<file path="src/rtl/trace_fifo_rd.sv">
module trace_fifo_rd #(
  parameter int DEPTH = 8,
  parameter int W     = 16,
  localparam int AW   = $clog2(DEPTH),
  localparam int BW   = W / 2
) (
  input  logic          clk,
  input  logic          rst_n,
  input  logic          arm_set,
  input  logic          arm_clr,
  input  logic          evt_mode,
  input  logic          cap_stb,
  input  logic [W-1:0]  cap_data,
  input  logic [W-1:0]  op_addr,
  input  logic          reg_sel,
  input  logic          rd_en,
  input  logic          wr_en,
  input  logic [BW-1:0] wr_data,
  output logic [BW-1:0] rd_data,
  output logic          armed
);

  logic [W-1:0]  mem [DEPTH];
  logic [AW-1:0] cnt;
  logic          armed_q;
  logic [W-1:0]  head, tail;
  logic          lo_rd, cap, last;
  logic          unused_wr;

  assign head      = mem[0];
  assign tail      = mem[DEPTH-1];
  assign lo_rd     = rd_en && !reg_sel;
  assign cap       = armed_q && cap_stb && !arm_clr && !arm_set;
  assign last      = (cnt == AW'(DEPTH - 1));
  assign armed     = armed_q;
  assign unused_wr = ^{wr_en, wr_data};

  assign rd_data = reg_sel ? (evt_mode ? '0 : head[W-1:BW]) : head[BW-1:0];

  always_ff @(posedge clk) begin
    if (!rst_n) begin
      armed_q <= 1'b0;
      cnt     <= '0;
      for (int i = 0; i < DEPTH; i++) mem[i] <= '0;
    end else if (arm_clr) begin
      armed_q <= 1'b0;
      cnt     <= '0;
    end else if (arm_set) begin
      armed_q <= 1'b1;
      cnt     <= '0;
    end else if (cap) begin
      mem[cnt] <= evt_mode ? {{BW{1'b0}}, cap_data[BW-1:0]} : cap_data;
      if (last) begin
        armed_q <= 1'b0;
        cnt     <= '0;
      end else begin
        cnt <= cnt + 1'b1;
      end
    end else if (lo_rd && !armed_q) begin
      for (int i = 0; i < DEPTH - 1; i++) mem[i] <= mem[i+1];
      mem[DEPTH-1] <= op_addr;
    end
  end

endmodule


</file>
<file path="config.mk">
export PLATFORM = sky130hd
export DESIGN_NAME = trace_fifo_rd
export DESIGN_NICKNAME = d
export VERILOG_FILES = /design/src/rtl/trace_fifo_rd.sv
export SDC_FILE = /design/constraint.sdc
export NUM_CORES = 1
export LEC_CHECK = 0
export BUFFER_PORTS_ARGS = -buffer_cell sky130_fd_sc_hd__buf_2
export CORE_UTILIZATION = 50
export CTS_CLUSTER_DIAMETER = 150
export DETAILED_ROUTE_END_ITERATION = 12
export PLACE_DENSITY = 0.78
export SLEW_MARGIN = 40
export SYNTH_ARGS = -nofsm -noshare
export SYNTH_HDL_FRONTEND = slang
export SYNTH_SLANG_ARGS = --single-unit
export TNS_END_PERCENT = 50
</file>
<file path="constraint.sdc">
create_clock -name clk -period 4.1 [get_ports clk]
set_input_delay 1.23 -clock clk [delete_from_list [all_inputs] [get_ports clk]]
set_output_delay 1.23 -clock clk [all_outputs]
set_load 0.01 [all_outputs]
</file>
### Word level (Yosys, flattened, before mapping)

Memory sizes are Yosys's and may differ from the RTL's.
Index checks and enable logic that the tools add are counted.

| word-level totals | value |
|---|---|
| memories | 1 |
| word-level logic and storage cells | 59 |
| input port bits | 49 |
| flip-flop bits (word level) | 4 |
| output and inout bits | 9 |
| memory bits (writable) | 128 |

| cells by class | value |
|---|---|
| reduce and logical (&&, ||, !) cells | 15 |
| add/sub/neg operators | 1 |
| equality and inequality tests | 1 |
| muxes and demuxes | 30 |
| bitwise operators | 9 |

Memory list:

| memory | depth | width | rd ports | clocked after memory_dff | wr ports | RTL line | text |
|---|---|---|---|---|---|---|---|
| mem | 8 | 16 | 8 | 0 | 8 | 23 | `logic [W-1:0] mem [DEPTH];` |

Operators by type and width:

| cell | number |
|---|---|
| 2-to-1 mux 16 bit | 10 |
| 2-to-1 mux 1 bit | 16 |
| 2-to-1 mux 8 bit | 2 |
| OR reduction 16 bit | 1 |
| bitwise OR 1 bit | 8 |
| 2-to-1 mux 3 bit | 2 |
| logical AND 1 bit | 5 |
| logical NOT 1 bit | 4 |
| nonzero test 2 bit | 2 |
| adder 3 x 1 -> 3 bit (second input constant) | 1 |
| equality test 3 bit (second input constant) | 1 |
| OR reduction 3 bit | 1 |
| AND reduction 2 bit | 1 |
| OR reduction 2 bit | 1 |
| NOT 1 bit | 1 |

### Logic depth before layout (Yosys ltp)

| depth | value |
|---|---|
| depth in word-level cells | 11 |
| gate-level depth with buffers | 6 |
| depth with buffers taken out | 5 |

### Worst setup path before layout

OpenSTA, ideal clock, no wires.

| timing path | value |
|---|---|
| kind | input -> register |
| start | input port rst_n |
| end | memory mem[6][0], enable pin |
| setup time | 0.411 ns |
| stages | 4 |
| arrival | 3.168 ns |
| path buffers | 2 |
| data required time | 3.689 ns |
| setup slack | 0.521 ns |
| cell sequence | buf_2 > or4b_1 > buf_2 > o21ai_0 |

RTL lines:

| what | RTL line | text |
|---|---|---|
| from (decl) | 8 | `input logic rst_n,` |
| to (decl) | 23 |  |

### Final worst setup path

| timing path | value |
|---|---|
| start | input port evt_mode |
| end | output port rd_data[5] |

| on the way | value |
|---|---|
| cells in the longest elaborated chain, start to end | 2 |

RTL lines:

| what | RTL line | text |
|---|---|---|
| from (decl) | 11 | `input logic evt_mode,` |
| 2-to-1 mux 8 bit (2 in a row) | 38 | `assign rd_data = reg_sel ? (evt_mode ? '0 : head[W-1:BW]) : head[BW-1:0];` |
| to (decl) | 19 | `output logic [BW-1:0] rd_data,` |

Every way passes these cells.

==> impl_metrics.csv <==
group,metric,value,unit
pwr,power.share.switching,20.8,%
clock_network,clk_latency,0.41,ns
timing,worstMarginPinSlew,0.758,ns
routing,drc_errors,0,
finish,layoutNonFillerInstCount,620,
floorplan,dieHeight,110,µm
worst_setup_path,path_max_fanout,17,
global_routing,track_usage,17.3,%
placement,portBuffers,48,
timing,hold_viol,0,
pwr,p_sw,0.675,mW
finish,fillCellCount,850,
global_routing,antenna_found_initial,0,
global_routing,grt_pass1_wl,16.4,mm
timing,final.setup.tns,0,ns
synth,ys_types,30,
floorplan,die_w,110,µm
worst_setup_path,critPathKind,"input pin to output port",
global_routing,grt_max_degree,97,
synth,synthCells,411,
synth,synth_area,0.00588,mm²
timing,grt_setup_unrepaired,"false",
pwr,p_per_area,471,mW/mm²
timing,fin_skew,0.00815,ns
pwr,pwr-share-clk,46.8,%
routing,vias,3558,
worst_setup_path,r2r_start,"cnt[0]$_SDFFE_PP0P_",
global_routing,grt_pass1_vias,3354,
timing,slew_viol_final,0,
hold_path,holdCritStartpoint,"cnt[0]$_SDFFE_PP0P_",
placement,dpl.hpwl,6.73,mm
routing,drtIter0Drc,202,
pwr,combPwrFrac,4.5,%
finish,final_util,60.2,%
floorplan,die_area,0.0122,mm²
clock_network,cts.repair.resized,0,
clock_network,cts_inserted_buffers,17,
pwr,peakVddDrop,0.000271,V
routing,wl_met3,655,µm
clock_network,cts_hold_repair.buffers,0,
clock_network,cts_max_level,4,
routing,dr_wl_met2,4.88,mm
placement,dp.cells,588,
run_status,outcome,"finished, final reports clean",
routing,wirelength,9.97,mm
floorplan,start_util,51.5,%
worst_setup_path,critPathLaunch,"evt_mode",
clock_network,post_cts_buffers,0,
placement,place.gp.congestion,0.786,
synth,yosysSeqAreaShare,66.7,%
finish,syn_to_final_growth,16.9,%
floorplan,core_area,0.0114,mm²
timing,maxSlewHeadroom,49.2,%
finish,drive_above_1_share,20.8,%
routing,vias_per_cell,5.74,
clock_network,cts.sinks,132,
worst_setup_path,worst_ep_required_time,2.87,ns
synth,ys_ff_latch,132,
finish,mostFrequentLayoutCells,"edfxtp_1, a22o_1, buf_2, nand2_1, mux2i_1",
pwr,seq_power_share,48.7,%
hold_path,hold_path_class,"flip-flop to flip-flop",
global_routing,grt_overflow,0,
routing,wl_met1,4.30,mm
synth,synth.avg_cell_area,14.3,µm²
clock_network,cts_tree,"built",
pwr,p_int,2.56,mW
finish,fin_nets,515,
floorplan,row_count,39,
flow_run,cap_violations,0,
routing,post_drt_wl_per_cell,16.1,µm
synth,syn-num-nets,462,
timing,clock.fmax,289,MHz
timing,period_needed,3.46,ns
clock_network,cts.path.max_buffers,2,
routing,final_antenna_net_count,0,
finish,layout_commonest_cell,"edfxtp_1",
floorplan,io_pins,58,
timing,fin_crit_sh,84.3,%
finish,diodes,0,
worst_setup_path,startpoint_type,"input pin",
routing,drt_first_pass_iters,5,
worst_setup_path,endpoint_kind,"output port",
timing,setup_viol_count_final,0,
clock_network,cts.clk_slew.worst_paths,0.06,ns
clock_network,cts-root-buf,"clkbuf_16",
pwr,leakagePower,2.55,nW
worst_setup_path,arrival,2.23,ns
synth,yosysWarnings,0,
routing,top_layer_used,"met4",
-- power groups by stage --
stage	Sequential, mW	Combinational (mW)	Clock (mW)
CTS	1.58	0.148	1.54
global route	1.58	0.163	1.61
global placement	1.60	0.138	0
floorplan	1.60	0.0855	0
detailed placement	1.60	0.146	0
finish	1.58	0.146	1.52
-- worst max-delay path, stage by stage --
cell     delay (ns)
buf_2          0.21
nor2b_1        0.44
nand2_1        0.11
o21ai_0        0.08
buf_2          0.15
-- metal layers --
metal	up-vias	global-route usage (%)
met4	0	5.42
met1	1693	22.4
met5	-	0
met2	130	27.5
li1	1719	-
met3	16	5.98
-- synthesized netlist by cell type --
| library cell | n | area (µm²) |
|---|---|---|
| edfxtp_1 | 128 | 3840 |
| nand2_1 | 45 | 169 |
| buf_4 | 6 | 45.0 |
| nand4bb_1 | 1 | 11.3 |
| nand4b_1 | 1 | 8.76 |
| or3_1 | 1 | 6.26 |
| or4b_1 | 1 | 10.0 |
| nor4_4 | 1 | 21.3 |
| nor4b_4 | 1 | 23.8 |
| ha_1 | 2 | 25.0 |
| mux2i_1 | 32 | 320 |
| nand2b_1 | 12 | 75.1 |
| buf_6 | 1 | 11.3 |
| o21ai_0 | 12 | 60.1 |
| nor3_2 | 1 | 10.0 |
| nor2_1 | 4 | 15.0 |
| nor4_2 | 1 | 12.5 |
| nor3_1 | 2 | 10.0 |
| nand4_1 | 1 | 6.26 |
| or3b_1 | 1 | 8.76 |
| clkbuf_1 | 9 | 33.8 |
| dfxtp_1 | 4 | 80.1 |
| a21oi_1 | 4 | 20.0 |
| a31oi_1 | 1 | 6.26 |
| inv_1 | 17 | 63.8 |
| nand3_1 | 3 | 15.0 |
| buf_2 | 12 | 60.1 |
| a22o_1 | 96 | 841 |
| nor2_2 | 2 | 12.5 |
| nor2b_1 | 9 | 56.3 |
-- registers in the layout (all words and copies together) (netlist names) --
signal  flops
cnt         3
armed       1
mem       128
-- final cells by class --
cell class | count | area (µm²) | share of cell area, %
clock buffer | 17 | 425 | 6.19
clock inverter | 15 | 181 | 2.64
inverter | 17 | 63.8 | 0.928
multi-input combinational | 234 | 1750 | 25.4
sequential | 132 | 3920 | 57.0
tap | 143 | 179 | 2.60
timing repair buffer | 62 | 358 | 5.20
-- stage by stage --
step	total power, mW	hold slack (ns)	setup WS, ns	area, µm²
6_report	3.24	0.523	0.643	6880
3_3_place_gp	1.74	0.487	0.692	6270
3_5_place_dp	1.75	0.514	0.643	6270
4_1_cts	3.27	0.522	0.640	6880
2_1_floorplan	1.68	0.472	0.521	5880
5_1_grt	3.35	0.549	0.491	6880
-- worst paths after layout --
check | end | slack, ns | cells after the start
min | cnt[0]$_SDFFE_PP0P_ | 0.52 | 2
min reg2reg | cnt[0]$_SDFFE_PP0P_ | 0.52 | 2
max | rd_data[5] | 0.64 | 5
max reg2reg | mem[4][5]$_DFFE_PP_ | 1.70 | 4
-- cells by family after synthesis --
group	synth area share, %
DFF	66.7
AOI/OAI and AO/OA	15.8
and+or+nand+nor	8.02
buffers and inverters	3.64
muxes	5.45
adders and majority gates	0.425
No activity file was read; power rests on OpenSTA's default activity.
